--- src/rtl/scs_pkg.sv ---
package scs_pkg;
  typedef enum logic [1:0] {ST_IDLE, ST_ACT, ST_ON, ST_DEACT} seq_state_e;

  // step positions in half-T units from the start of each sequence
  localparam int unsigned STEP_VCC_ON   = 3;
  localparam int unsigned STEP_IO_ON    = 8;
  localparam int unsigned STEP_RST_ON   = 14;
  localparam int unsigned STEP_CLK_OFF  = 1;
  localparam int unsigned STEP_IO_OFF   = 2;
  localparam int unsigned STEP_VCC_OFF  = 3;
  localparam int unsigned STEP_PUMP_OFF = 10;
  localparam int unsigned STEP_W        = $clog2(STEP_RST_ON + 1);
endpackage

--- src/rtl/scs_halftick.sv ---
module scs_halftick #(
  parameter int unsigned HALF_T = 32
) (
  input  logic clk_i,
  input  logic rst_ni,
  input  logic run_i,
  input  logic restart_i,
  output logic strobe_o
);
  localparam int unsigned CW = (HALF_T > 1) ? $clog2(HALF_T) : 1;

  logic [CW-1:0] cnt_q;

  assign strobe_o = run_i && (cnt_q == CW'(HALF_T - 1));

  always_ff @(posedge clk_i or negedge rst_ni) begin
    if (!rst_ni)                          cnt_q <= '0;
    else if (restart_i || !run_i || strobe_o) cnt_q <= '0;
    else                                  cnt_q <= cnt_q + CW'(1);
  end
endmodule

--- src/rtl/scs_monitor.sv ---
module scs_monitor #(
  parameter int unsigned HOLD_CYC = 25000
) (
  input  logic clk_i,
  input  logic rst_ni,
  input  logic pres_ni,
  input  logic pres_i,
  input  logic supply_ok_i,
  input  logic ocp_i,
  input  logic otp_i,
  input  logic sess_req_ni,
  input  logic in_sess_i,
  input  logic busy_i,
  output logic present_o,
  output logic hold_o,
  output logic irq_o
);
  localparam int unsigned HW = $clog2(HOLD_CYC + 1);

  logic [HW-1:0] hold_q;
  logic          flt_q;

  assign present_o = !pres_ni || pres_i;
  assign hold_o    = (hold_q != '0);
  assign irq_o     = flt_q ? 1'b0 : (busy_i ? 1'b1 : present_o);

  always_ff @(posedge clk_i or negedge rst_ni) begin
    if (!rst_ni)          hold_q <= HW'(HOLD_CYC);
    else if (!supply_ok_i) hold_q <= HW'(HOLD_CYC);
    else if (hold_o)      hold_q <= hold_q - HW'(1);
  end

  // removal / overcurrent / overtemperature memorised until request released
  always_ff @(posedge clk_i or negedge rst_ni) begin
    if (!rst_ni)          flt_q <= 1'b0;
    else if (sess_req_ni) flt_q <= 1'b0;
    else if (in_sess_i && (!present_o || ocp_i || otp_i)) flt_q <= 1'b1;
  end

  AST_SUPPLY_DROP_KEEPS_IRQ: assert property (@(posedge clk_i) disable iff (!rst_ni)
    (in_sess_i && !supply_ok_i && present_o && !ocp_i && !otp_i && !sess_req_ni) |=> irq_o);
  AST_FAULT_DROPS_IRQ: assert property (@(posedge clk_i) disable iff (!rst_ni)
    (in_sess_i && (ocp_i || otp_i) && !sess_req_ni) |=> !irq_o);
  AST_HOLD_RELOAD: assert property (@(posedge clk_i) disable iff (!rst_ni)
    !supply_ok_i |=> hold_o);
endmodule

--- src/rtl/scs_fsm.sv ---
module scs_fsm
  import scs_pkg::*;
(
  input  logic clk_i,
  input  logic rst_ni,
  input  logic sess_req_ni,
  input  logic host_rst_i,
  input  logic present_i,
  input  logic hold_i,
  input  logic supply_ok_i,
  input  logic ocp_i,
  input  logic otp_i,
  input  logic strobe_i,
  output logic run_o,
  output logic restart_o,
  output logic in_sess_o,
  output logic busy_o,
  output logic pump_en_o,
  output logic vcc_en_o,
  output logic io_en_o,
  output logic clk_en_o,
  output logic card_rst_o
);
  seq_state_e        state_q;
  logic [STEP_W-1:0] halves_q;
  logic              armed_q, rst_at_start_q;
  logic              pump_q, vcc_q, io_q, clk_q, crst_q;
  logic              accept, abort;

  function automatic logic at_step(logic [STEP_W-1:0] h, int unsigned s);
    return h >= STEP_W'(s);
  endfunction

  assign in_sess_o = (state_q == ST_ACT) || (state_q == ST_ON);
  assign busy_o    = (state_q != ST_IDLE);
  assign run_o     = (state_q == ST_ACT) || (state_q == ST_DEACT);
  assign abort     = in_sess_o && (sess_req_ni || !present_i || ocp_i || otp_i || !supply_ok_i);
  assign accept    = (state_q == ST_IDLE) && armed_q && !sess_req_ni && present_i && !hold_i;
  assign restart_o = accept || abort;

  always_ff @(posedge clk_i or negedge rst_ni) begin
    if (!rst_ni) begin
      state_q        <= ST_IDLE;
      halves_q       <= '0;
      armed_q        <= 1'b0;
      rst_at_start_q <= 1'b0;
      pump_q         <= 1'b0;
      vcc_q          <= 1'b0;
      io_q           <= 1'b0;
      clk_q          <= 1'b0;
      crst_q         <= 1'b0;
    end else begin
      // a fresh high-to-low request is required while idle
      armed_q <= (state_q == ST_IDLE) && sess_req_ni;
      crst_q  <= (state_q == ST_ON) && !abort && host_rst_i;
      if (restart_o)     halves_q <= '0;
      else if (strobe_i) halves_q <= halves_q + STEP_W'(1);
      unique case (state_q)
        ST_IDLE: if (accept) begin
          state_q        <= ST_ACT;
          pump_q         <= 1'b1;
          rst_at_start_q <= host_rst_i;
        end
        ST_ACT: if (abort) begin
          state_q <= ST_DEACT;
        end else begin
          if (at_step(halves_q, STEP_VCC_ON)) vcc_q <= 1'b1;
          if (at_step(halves_q, STEP_IO_ON))  io_q  <= 1'b1;
          if (at_step(halves_q, STEP_IO_ON) &&
              (!rst_at_start_q || !host_rst_i || at_step(halves_q, STEP_RST_ON)))
            clk_q <= 1'b1;
          if (at_step(halves_q, STEP_RST_ON)) state_q <= ST_ON;
        end
        ST_ON: if (abort) state_q <= ST_DEACT;
        ST_DEACT: begin
          if (at_step(halves_q, STEP_CLK_OFF)) clk_q <= 1'b0;
          if (at_step(halves_q, STEP_IO_OFF))  io_q  <= 1'b0;
          if (at_step(halves_q, STEP_VCC_OFF)) vcc_q <= 1'b0;
          if (at_step(halves_q, STEP_PUMP_OFF)) begin
            pump_q  <= 1'b0;
            state_q <= ST_IDLE;
          end
        end
        default: state_q <= ST_IDLE;
      endcase
    end
  end

  assign pump_en_o  = pump_q;
  assign vcc_en_o   = vcc_q;
  assign io_en_o    = io_q;
  assign clk_en_o   = clk_q;
  assign card_rst_o = crst_q;

  AST_VCC_NEEDS_PUMP: assert property (@(posedge clk_i) disable iff (!rst_ni)
    vcc_q |-> pump_q);
  AST_IO_NEEDS_VCC: assert property (@(posedge clk_i) disable iff (!rst_ni)
    io_q |-> vcc_q);
  AST_CLK_NEEDS_IO: assert property (@(posedge clk_i) disable iff (!rst_ni)
    clk_q |-> io_q);
  AST_RST_NEEDS_CLK: assert property (@(posedge clk_i) disable iff (!rst_ni)
    crst_q |-> clk_q);
  AST_RST_LOW_IN_DEACT: assert property (@(posedge clk_i) disable iff (!rst_ni)
    (state_q == ST_DEACT) |-> !crst_q);
  AST_START_GUARDED: assert property (@(posedge clk_i) disable iff (!rst_ni)
    $rose(pump_q) |-> $past(present_i && !hold_i && !sess_req_ni));
endmodule

--- src/rtl/smartcard_seq.sv ---
module smartcard_seq #(
  parameter int unsigned HALF_T   = 32,
  parameter int unsigned HOLD_CYC = 25000
) (
  input  logic clk_i,
  input  logic rst_ni,
  input  logic sess_req_ni,
  input  logic host_rst_i,
  input  logic pres_ni,
  input  logic pres_i,
  input  logic supply_ok_i,
  input  logic ocp_i,
  input  logic otp_i,
  output logic pump_en_o,
  output logic vcc_en_o,
  output logic io_en_o,
  output logic clk_en_o,
  output logic card_rst_o,
  output logic irq_o
);
  logic present, hold, strobe, run, restart, in_sess, busy;

  scs_halftick #(.HALF_T(HALF_T)) u_tick (
    .clk_i, .rst_ni, .run_i(run), .restart_i(restart), .strobe_o(strobe)
  );

  scs_monitor #(.HOLD_CYC(HOLD_CYC)) u_mon (
    .clk_i, .rst_ni, .pres_ni, .pres_i, .supply_ok_i, .ocp_i, .otp_i,
    .sess_req_ni, .in_sess_i(in_sess), .busy_i(busy),
    .present_o(present), .hold_o(hold), .irq_o
  );

  scs_fsm u_fsm (
    .clk_i, .rst_ni, .sess_req_ni, .host_rst_i,
    .present_i(present), .hold_i(hold), .supply_ok_i, .ocp_i, .otp_i,
    .strobe_i(strobe), .run_o(run), .restart_o(restart),
    .in_sess_o(in_sess), .busy_o(busy),
    .pump_en_o, .vcc_en_o, .io_en_o, .clk_en_o, .card_rst_o
  );
endmodule

--- config.mk ---
export PLATFORM = sky130hd
export DESIGN_NAME = smartcard_seq
export DESIGN_NICKNAME = d
export VERILOG_FILES = /design/src/rtl/scs_pkg.sv /design/src/rtl/scs_halftick.sv /design/src/rtl/scs_monitor.sv /design/src/rtl/scs_fsm.sv /design/src/rtl/smartcard_seq.sv
export SDC_FILE = /design/constraint.sdc
export NUM_CORES = 1
export LEC_CHECK = 0
export BUFFER_PORTS_ARGS = -buffer_cell sky130_fd_sc_hd__buf_2
export CORE_ASPECT_RATIO = 0.75
export CORE_UTILIZATION = 59
export CTS_CLUSTER_SIZE = 14
export DETAILED_ROUTE_END_ITERATION = 7
export GPL_ROUTABILITY_DRIVEN = 0
export HOLD_SLACK_MARGIN = 0.05
export PLACE_DENSITY_LB_ADDON = 0.2
export REMOVE_ABC_BUFFERS = 1
export SLEW_MARGIN = 30
export SYNTH_ARGS = -nofsm -noshare
export SYNTH_HDL_FRONTEND = slang
export SYNTH_SLANG_ARGS = --single-unit
--- constraint.sdc ---
create_clock -name clk_i -period 3.39 [get_ports clk_i]
set_input_delay 0.1695 -clock clk_i [delete_from_list [all_inputs] [get_ports clk_i]]
set_output_delay 0.1695 -clock clk_i [all_outputs]
set_load 0.005 [all_outputs]
---- Word-level counts from Yosys, hierarchy flattened ----
Cells that the tools add are included.
Widths: inputs -> output; s select.
storage, ports and cells
  memory bits (writable) .................. 0
  memories ................................ 0
  bits in registers ....................... 34
  bits in latches ......................... 0
  ROM bits ................................ 0
  word-level logic and storage cells ...... 114
cells by class
  mux-type cells .......................... 30
  add/sub/neg operators ................... 3
  reductions and logical operators ........ 47
  $mul .................................... 0
  bitwise logic cells ..................... 0
  equal/unequal tests ..................... 16
  $lt $le $gt $ge ......................... 6
  shift operators ......................... 0
  div/mod/pow operators ................... 0
operator list
  kind                   count
  $mux 15                2
  $ne 2x2->1 const B     8
  $reduce_and 4->1       4
  $mux 1                 15
  $reduce_bool 15->1     1
  $sub 15x1->15 const B  1
  $logic_or 1x1->1       14
  $ge 4x4->1 const B     3
  $logic_and 1x1->1      11
  $mux 2                 5
  $reduce_bool 2->1      5
  $logic_not 1->1        9
  $ge 4x2->1 const B     2
  $mux 4                 2
  $pmux 1 s2             4
  $pmux 2 s4             1
  $ne 2x1->1 const B     3
  $add 5x1->5 const B    1
  $eq 5x5->1 const B     1
  $mux 5                 1
  $add 4x1->4 const B    1
  $eq 2x2->1 const B     2
  $ge 4x1->1 const B     1
  $ne 3x2->1 const B     1
  4 further kinds        4

---- Depth between registers and ports, before layout ----
Gate-level depths: netlist of run 1.
  word-level depth ........................ 12
  gate-level depth with buffers ........... 9
  mapped depth without buffers ............ 7

---- Modules after synthesis ----
Synthesis of run 1 repeated with hierarchy kept, for this count alone.
unflattened totals
  cells, all modules ...................... 195
  area total of the unflattened synthesis .. 1998.2 um^2
modules (own cells, without submodules)
  module        area an instance (um^2)  seq. area each (um^2)  cells an instance  instances
  scs_monitor   935.9                    407.9                  97                 1
  scs_fsm       819.5                    325.3                  78                 1
  scs_halftick  242.7                    125.1                  20                 1

---- Least setup slack after synthesis of run 1 ----
No wires, ideal clock.
  kind .................................... flip-flop to flip-flop
  from .................................... register u_mon.hold_q[0]
  to ...................................... register u_fsm.state_q[1]
  period minus slack after synthesis ...... 2.407 ns
  cell stages (with the launch flop) ...... 9
  data arrival time ....................... 2.280 ns
  setup slack ............................. 0.983 ns
  cells stage by stage .................... dfrtp_1 -> inv_1 -> ha_1 -> or4b_1 -> nand2b_1 -> buf_6 -> o41a_1 -> a211oi_1 -> mux2_1
on the way
  word-level cells in the longest chain between the ends .. 5
ends and longest elaborated chain
  element                     line               source
  start: declaration          scs_monitor.sv:20  logic [HW-1:0] hold_q;
  start signal: assignment    scs_monitor.sv:28  if (!rst_ni) hold_q <= HW'(HOLD_CYC);
  start signal: assignment    scs_monitor.sv:29  else if (!supply_ok_i) hold_q <= HW'(HOLD_CYC);
  start signal: assignment    scs_monitor.sv:30  else if (hold_o) hold_q <= hold_q - HW'(1);
  $reduce_bool 15->1          scs_monitor.sv:24  assign hold_o = (hold_q != '0);
  $logic_not 1->1             scs_fsm.sv:38      assign accept = (state_q == ST_IDLE) && armed_q && !sess_req_ni && present_i && !hold_i;
  $logic_and 1x1->1           scs_fsm.sv:38
  $ne 2x1->1 (no line)        n/a
  $reduce_and 4->1 (no line)  n/a
  end signal: assignment      scs_fsm.sv:43      state_q <= ST_IDLE;
  end signal: assignment      scs_fsm.sv:60      state_q <= ST_ACT;
  end signal: assignment      scs_fsm.sv:65      state_q <= ST_DEACT;
  end: declaration            scs_fsm.sv:24      seq_state_e state_q;
Every way passes these cells.
A chain may end at the register's enable or synchronous reset.

---- Worst setup path in the final report of run 1 ----
Ends and elaborated chain as after synthesis.

==> qor.txt, run 1 <==
Clock Skew: 0.00695 ns
Num CTS Buffers: 5
Synth top area share: 0.372
CTS sink count: 34
status: complete, no violations
DRT iter0 DRCs: 79
Max Fclk: 358 MHz
Post-Syn Instances: 192
first-pass GRT wire length: 6540 µm
CP arrival: 2.97 ns
worst hold slack: 0.142 ns
MaxCap Viol Count: 0
Tot Pwr: 0.799 mW
layout cells sized above 1: 0.151
Largest delay share family, worst path: simple AND/OR/NAND/NOR gates
Buffers on Ports: 14
setup TNS: 0 ns
fin crit period: 2.79 ns
CP bufs+invs: 1
Least-Margin Pin Slew: 0.756 ns
Root Buffer: clkbuf_8
post-DR wirelength/cell: 15.2 µm
Mapped Area: 0.00188 mm²
Max Slew Vio Count: 0
nets: 232
P&R area growth vs syn: 11.6%
die area: 0.00342 mm²
vias in the first global route: 1424
core area: 0.00298 mm²
Routed WL: 3810 µm
DR DRC count: 0
Resized Gates After CTS: 0
DRT Pass-1 Iters: 4
largest cells by area after synthesis: dfrtp_1 (37%), dfstp_2 (8.4%), ha_1 (8.0%), xor2_1 (3.7%), o21ai_0 (3.5%)
worst-path fanout max: 16
GRT Total Usage: 0.266
die width: 67.2 µm
Via density: 5.90
# diodes: 0
Seq cells post-synth: 34
dominant synthesized flop cell: dfrtp_1
count of cell types in the netlist: 43
slew margin rel.: 0.496
row cnt: 17
# H-tree levels: 2
Setup Viol. Count Final: 0
Remaining Overflow, GRT: 0
DPL Wire Length: 2730 µm
Setup CP Type: flop to flop
final hold violation count: 0
crit-path cells: inv_1, ha_1, or4b_1, nand2b_1, o41a_1, a211oi_1, mux2_1
Boundary Pins: 15
Critical-path top delay cell: o41a_1
clock buffer depth: 2
asr flop ratio synth: 1.00
placed instance area: 0.00199 mm²
Max stage delay on crit path: 0.50 ns
CTS clk-pin slew, worst paths: 0.07 ns
Final Cell Area: 0.00210 mm²
CTS tree: built
crit path capture type: flop
Die Ht: 50.9 µm
post-route ant nets: 0
EDFF count, synth: 0
Leak: 0.917 nW
final worst path period share: 0.824
Critical Path RT: 3.57 ns
startpoint class of the critical path: flop
vias: 1476
cell taking the most area after synthesis: dfrtp_1
Synth Area per Inst: 9.81 µm²
largest net degree at the start of global routing: 35
VDD IR max: 0.000247 V
power density cells: 380 mW/mm²
initial antenna violation count: 0
post-synthesis sequential area ratio: 0.456
RSZ-0062 raised after global routing: no
initial core utilization: 0.632
Synthesis Warnings: 0
HP Class: primary input to flop
worst skew pair latency: 0.29 ns
-- area by class of cell --
type	instances	area, µm²
clock buffers	8	90.1
well taps	38	47.5
inverters	9	33.8
fillers	231	876
flip-flops and latches	34	858
repair buffers	18	105
multi-input cells	143	967
-- through the flow --
step	instances	util	worst slack (ns)
detailed placement	240	0.667	0.637
finish	250	0.706	0.596
floorplan	186	-	0.881
CTS	250	0.704	0.618
global placement	240	0.667	0.756
global route	250	0.706	0.396
-- registers in the layout, indices dropped and copies added, names as in the netlist --
register,flops
u_fsm.vcc_en_o,1
u_fsm.pump_en_o,1
u_fsm.state_q,2
u_mon.flt_q,1
u_mon.hold_q,15
u_fsm.card_rst_o,1
u_tick.cnt_q,5
u_fsm.rst_at_start_q,1
u_fsm.halves_q,4
u_fsm.clk_en_o,1
u_fsm.io_en_o,1
u_fsm.armed_q,1
-- final timing paths --
| kind | slack (ns) | cells past startpoint | end | from |
|---|---|---|---|---|
| worst max-delay path | 0.60 | 7 | u_fsm.state_q[1] | u_mon.hold_q[0] |
| worst min-delay path | 0.14 | 2 | u_fsm.rst_at_start_q | host_rst_i |
| worst max register to register | 0.60 | 7 | u_fsm.state_q[1] | u_mon.hold_q[0] |
| worst min register to register | 0.47 | 1 | u_tick.cnt_q[0] | u_tick.cnt_q[0] |
| max in group asynchronous | 2.42 | 2 | u_mon.hold_q[10] | rst_ni |
| min in group asynchronous | 0.48 | 2 | u_tick.cnt_q[4] | rst_ni |
-- synthesized netlist by cell type, types with 2 or more instances --
| cell | number |
|---|---|
| dfrtp_1 | 28 |
| o211ai_1 | 4 |
| dfstp_2 | 6 |
| nand3_1 | 6 |
| a31oi_1 | 4 |
| and2_1 | 10 |
| o21ai_0 | 13 |
| a21oi_1 | 5 |
| inv_1 | 9 |
| ha_1 | 12 |
| a21boi_0 | 2 |
| nor4_1 | 5 |
| nand2_1 | 16 |
| xor2_1 | 8 |
| xnor2_1 | 6 |
| nor3_1 | 8 |
| clkbuf_1 | 5 |
| nand2b_1 | 3 |
| and3_1 | 2 |
| nor2b_1 | 2 |
| nor2_1 | 13 |
| or3_1 | 4 |
-- report_power, final --
part	total [mW]	internal, mW	switching, mW
combinational	0.0550	0.0245	0.0306
sequential	0.430	0.417	0.0131
clock	0.314	0.166	0.148
-- worst register-to-register path: stages, from the launching register on --
cell and delay [ns]:
dfrtp_1 0.42, inv_1 0.10, ha_1 0.14, or4b_1 0.44
nand2b_1 0.38, o41a_1 0.50, a211oi_1 0.32, mux2_1 0.36
-- placed cells by master (no fill, tap or decap), types with 8 or more instances in the layout --
cell type,synthesis,routed
ha_1,12,12
xor2_1,8,8
nand2_1,16,16
nor3_1,8,8
inv_1,9,9
nor2_1,13,13
o21ai_0,13,13
buf_2,0,14
dfrtp_1,28,28
and2_1,10,10
-- kinds of logic after synthesis --
kind of cell               synth area share
and+or+nand+nor                       0.208
AOI/OAI and AO/OA                     0.140
DFF                                   0.456
buffers and inverters                0.0339
xor gates and xnor gates             0.0651
adders and majority gates            0.0797
muxes                                0.0173
-- timing repair --
item,4_1_cts,5_1_grt
hold buffers,2,0
hold endpoints to repair,29,0
buffers inserted,0,0
-- per-layer routing --
metal / up-vias / track usage / share of wire
met3: 9 / 0.0625 / 0.043
met1: 709 / 0.371 / 0.48
met2: 34 / 0.380 / 0.45
li1: 724 / - / -
met5: - / 0 / 0
met4: 0 / 0.142 / 0.023
No activity file was read; power rests on OpenSTA's default activity.
==> run 2: changes to the inputs <==
Clock period 3.39 ns to 2.6 ns, I/O delays scaled along.
==> run 2 against run 1 <==
Non-clock buffer count rose by 4; first-iteration DRC count decreased by 3.8%; critical path depth unchanged; critical path type unchanged; sequential share of layout area decreased by 0.65 points; die area is the same; clock skew is essentially flat; sequential cell count stayed put.
==> qor.txt, run 2 (synthesis results as in run 1) <==
RSZ-0062 raised after global routing: no
startpoint class of the critical path: flop
CTS tree: built
initial core utilization: 0.632
GRT busiest layer: met2
die width: 67.2 µm
core area: 0.00298 mm²
Die Ht: 50.9 µm
Post-CTS Setup Bufs: 0
first-pass GRT wire length: 6590 µm
worst hold slack: 0.105 ns
status: complete, no violations
Largest Register: u_mon.hold_q
slew margin rel.: 0.478
die area: 0.00342 mm²
layout cells sized above 1: 0.176
Hold Path Stages: 2
most frequent cells in the layout: dfrtp_1 (28), nand2_1 (16), buf_2 (14)
GRT Total Usage: 0.266
DR DRC count: 0
Filler Cells Inserted: 220
Multi-input gate area: 966 µm²
Critical Path RT: 2.77 ns
initial antenna violation count: 0
M3 GR Usage: 0.0714
total area of sequential cells: 858 µm²
Root Buffer: clkbuf_8
worst r2r path cells: 7
MaxCap Viol Count: 0
Leak: 0.939 nW
Least-Margin Pin Slew: 0.774 ns
Max Fclk: 415 MHz
Num CTS Buffers: 5
DRT Pass-1 Iters: 5
vias: 1505
max reg flops: 15
Comb power frac: 0.072
post-DR wirelength/cell: 15.8 µm
worst-path fanout max: 4
final worst path period share: 0.926
Boundary Pins: 15
biggest registers after layout: u_mon.hold_q (15), u_tick.cnt_q (5), u_fsm.halves_q (4)
sequential fraction of design power: 0.532
Max Slew Vio Count: 0
post-route ant nets: 0
final hold violation count: 0
CTS sink count: 34
clock buffer depth: 2
power density cells: 492 mW/mm²
CTS clk-pin slew, worst paths: 0.07 ns
DRT iter0 DRCs: 76
Via density: 5.93
Setup Viol. Count Final: 0
crit path capture type: flop
worst skew pair latency: 0.29 ns
switch share: 0.247
Routed WL: 4010 µm
HP Class: primary input to flop
Remaining Overflow, GRT: 0
VDD IR max: 0.000360 V
vias in the first global route: 1431
P&R area growth vs syn: 13.4%
Sw Pwr: 0.260 mW
grt met1 use: 0.368
CP arrival: 2.57 ns
Buffers on Ports: 14
Setup CP Type: flop to flop
Tot Pwr: 1.05 mW
setup TNS: 0 ns
P_int: 0.791 mW
largest net degree at the start of global routing: 35
commonest non-fill, non-tap cell in the layout: dfrtp_1
DPL Wire Length: 2840 µm
met2 GRT Util: 0.395
fin crit period: 2.41 ns
# diodes: 0
nets: 236
row cnt: 17
Clock Skew: 0.00722 ns
# H-tree levels: 2
Clk network pwr share: 0.396
## run 2: area by class of cell
type,count,area share
Clock buffer,6,0.0387
Clock inverter,2,0.00586
Inverter,9,0.0158
Multi-Input combinational cell,143,0.452
Sequential cell,34,0.402
Tap cell,38,0.0223
Timing Repair Buffer,22,0.0633
## run 2: path summary, 6_finish.rpt
path	start	to	slack, ns
setup / recovery	u_mon.hold_q[0]	u_fsm.state_q[1]	0.19
min in group asynchronous	rst_ni	u_tick.cnt_q[4]	0.44
setup reg to reg	u_mon.hold_q[0]	u_fsm.state_q[1]	0.19
hold / removal	host_rst_i	u_fsm.rst_at_start_q	0.11
max in group asynchronous	rst_ni	u_mon.flt_q	1.68
hold reg to reg	u_tick.cnt_q[0]	u_tick.cnt_q[0]	0.47
## run 2: what timing repair did
action	CTS	global route
resized for setup	0	1
setup endpoints to repair	0	1
endpoints found under the hold margin	29	0
hold buffers	2	0
## run 2: layer usage
metal,routed length [µm],share of wire
met1,1930,0.48
met2,1870,0.47
met3,185,0.046
met4,28,0.0070
met5,0,0
## run 2: metrics by stage
step	instance area (µm²)	util	cells	worst slack, ns
detailed placement	2020	0.677	244	0.149
global route	2140	0.717	254	0.0871
CTS	2130	0.716	254	0.102
finish	2140	0.717	254	0.192
global placement	2020	0.677	244	0.250
floorplan	1850	-	186	0.0912
## run 2: worst max-delay path, cell delays in order (launching register included)
cell      delay, ns
dfrtp_1        0.42
inv_1          0.10
ha_1           0.14
or4b_1         0.45
nand2b_1       0.18
o41a_1         0.42
a211oi_2       0.22
mux2_1         0.35
## run 2: power by group through the flow
| stage | registers [mW] | logic (mW) | clock network [mW] |
|---|---|---|---|
| after floorplan | 0.565 | 0.0395 | 0 |
| after global placement | 0.567 | 0.0690 | 0 |
| after detailed placement | 0.569 | 0.0725 | 0 |
| after CTS | 0.559 | 0.0758 | 0.419 |
| after global routing | 0.560 | 0.0849 | 0.441 |
| final | 0.559 | 0.0752 | 0.416 |
==> run 3: changes to the inputs <==
Settings changed: ABC_AREA set to 1, CORE_UTILIZATION 59 to 60.
==> run 3 against run 2 <==
Power up 55%; worst setup slack better by 0.68 ns; non-clock buffer count down 6; fmax up 39%; first-iteration DRC count up 70%; die area up 6.8%; clock power down 9.6%; register-to-register slack better by 0.68 ns; utilization up 1.6 points; worst hold slack worse by 0.026 ns; critical endpoint is now u_tick.cnt_q[0].
==> qor.txt, run 3 <==
vias: 1689
Setup CP Type: flop to flop
DR DRC count: 0
cell taking the most area after synthesis: dfrtp_1
slew margin rel.: 0.504
DRT iter0 DRCs: 129
Leak: 1.16 nW
Critical-path top delay cell: dfrtp_1
CP arrival: 1.91 ns
Finished Layout Cells: 325
Post-Syn Instances: 264
post-synthesis sequential area ratio: 0.419
Synth top area share: 0.342
max reg flops: 15
GRT Total Usage: 0.254
row cnt: 17
DRT Pass-1 Iters: 4
initial antenna violation count: 0
crit path capture type: flop
asr flop ratio synth: 1.00
layout cells sized above 1: 0.167
vias in the first global route: 1515
Setup Viol. Count Final: 0
setup TNS: 0 ns
Seq cells post-synth: 34
DPL Wire Length: 2980 µm
worst skew pair latency: 0.29 ns
post-route ant nets: 0
Boundary Pins: 15
Synth Area per Inst: 7.77 µm²
Die Ht: 52.6 µm
first-pass GRT wire length: 6980 µm
Synthesis Warnings: 0
Critical Path RT: 2.78 ns
core area: 0.00308 mm²
Largest Register: u_mon.hold_q
die area: 0.00366 mm²
CTS tree: built
worst-path fanout max: 5
status: complete, no violations
crit-path cells: inv_1, ha_1, nand2_1, nor2_1, nand3_4, nand2_2, nor2_1, nand2_2, nor2_1
P&R area growth vs syn: 10.3%
clock buffer depth: 2
RSZ-0062 raised after global routing: no
count leader, synth: nand2_1
Remaining Overflow, GRT: 0
Root Buffer: clkbuf_8
EDFF count, synth: 0
Num CTS Buffers: 5
largest cells by area after synthesis: dfrtp_1 (34%), nand2_1 (13%), dfstp_2 (7.7%), ha_1 (7.3%), inv_1 (7.0%)
Max Fclk: 578 MHz
CTS clk-pin slew, worst paths: 0.07 ns
Via density: 5.20
power density cells: 722 mW/mm²
final worst path period share: 0.665
most frequent cells in the layout: nand2_1 (69), inv_1 (38), nor2_1 (34)
Buffers on Ports: 14
biggest registers after layout: u_mon.hold_q (15), u_tick.cnt_q (5), u_fsm.halves_q (4)
Clock Skew: 0.00631 ns
commonest non-fill, non-tap cell in the layout: nand2_1
startpoint class of the critical path: flop
Max Slew Vio Count: 0
CTS sink count: 34
Least-Margin Pin Slew: 0.744 ns
total area of sequential cells: 858 µm²
final hold violation count: 0
Filler Cells Inserted: 238
HP Class: primary input to flop
Inst Count DP: 315
fin crit period: 1.73 ns
Routed WL: 4010 µm
Max stage delay on crit path: 0.42 ns
Multi-input gate area: 0.00103 mm²
# H-tree levels: 2
Resized Gates After CTS: 0
most used cell, CP: nor2_1
Mapped Area: 0.00205 mm²
# diodes: 0
MaxCap Viol Count: 0
post-DR wirelength/cell: 12.3 µm
largest net degree at the start of global routing: 35
commonest cells in the synthesized netlist: nand2_1 (69), inv_1 (38), nor2_1 (34), dfrtp_1 (28), nand3_1 (15)
VDD IR max: 0.000480 V
dominant synthesized flop cell: dfrtp_1
die width: 69.5 µm
initial core utilization: 0.665
count of cell types in the netlist: 30
nets: 307
[run 3: what timing repair did]
action / in CTS / in global routing
buffers inserted: 0 / 0
hold buffers: 2 / 0
hold endpoints to repair: 29 / 0
[run 3: area by class of cell]
type | count | share of cell area
clock buffers | 8 | 0.0354
well taps | 38 | 0.0210
flip-flops and latches | 34 | 0.380
inverters | 40 | 0.0675
repair buffers | 16 | 0.0398
multi-input cells | 189 | 0.457
[run 3: logic make-up (layout without fill, tap and decap cells)]
family	Yosys count	count (layout)	share of synthesized area
xor gates and xnor gates	7	7	0.0299
and+or+nand+nor	151	151	0.345
DFF	34	34	0.419
AOI/OAI and AO/OA	19	19	0.0549
adders and majority gates	12	12	0.0732
buffers and inverters	41	64	0.0781
[run 3: path summary, 6_finish.rpt]
check	start	to	slack (ns)	depth (start not counted)
worst min register to register	u_tick.cnt_q[0]	u_tick.cnt_q[0]	0.45	1
worst max-delay path	u_fsm.state_q[0]	u_tick.cnt_q[0]	0.87	9
worst max register to register	u_fsm.state_q[0]	u_tick.cnt_q[0]	0.87	9
max in group asynchronous	rst_ni	u_fsm.halves_q[1]	1.68	2
min in group asynchronous	rst_ni	u_fsm.pump_en_o	0.44	2
worst min-delay path	host_rst_i	u_fsm.card_rst_o	0.08	3
[run 3: metrics by stage]
step                area (µm²)  hold slack, ns  total power [mW]  setup WS [ns]   util
floorplan                 2040          -0.166              1.09           1.05      -
global placement          2160           0.238              1.24          0.939  0.701
detailed placement        2160           0.241              1.25          0.898  0.701
CTS                       2260          0.0705              1.64          0.873  0.733
global route              2260          0.0949              1.76          0.718  0.733
finish                    2260          0.0797              1.63          0.871  0.733
[run 3: layer usage]
metal  GRT usage  share of wire  vias up  routed length (µm)
li1            -              -      867                   -
met1       0.369           0.53      762                2120
met2       0.359           0.39       52                1560
met3      0.0635          0.064        8                 258
met4       0.109          0.017        0                  70
met5           0              0        -                   0
[run 3: critical path, delay by kind of cell (launching register included)]
family,cells,cell delay [ns]
buf+inv,1,0.14
fa+ha+maj,1,0.28
flops,1,0.42
simple gates,7,0.80
[run 3: power by group]
group / total (mW) / internal, mW / leakage, nW / switching, mW
clock network: 0.376 / 0.190 / 0.0395 / 0.186
logic: 0.592 / 0.205 / 0.692 / 0.386
registers: 0.666 / 0.610 / 0.432 / 0.0553
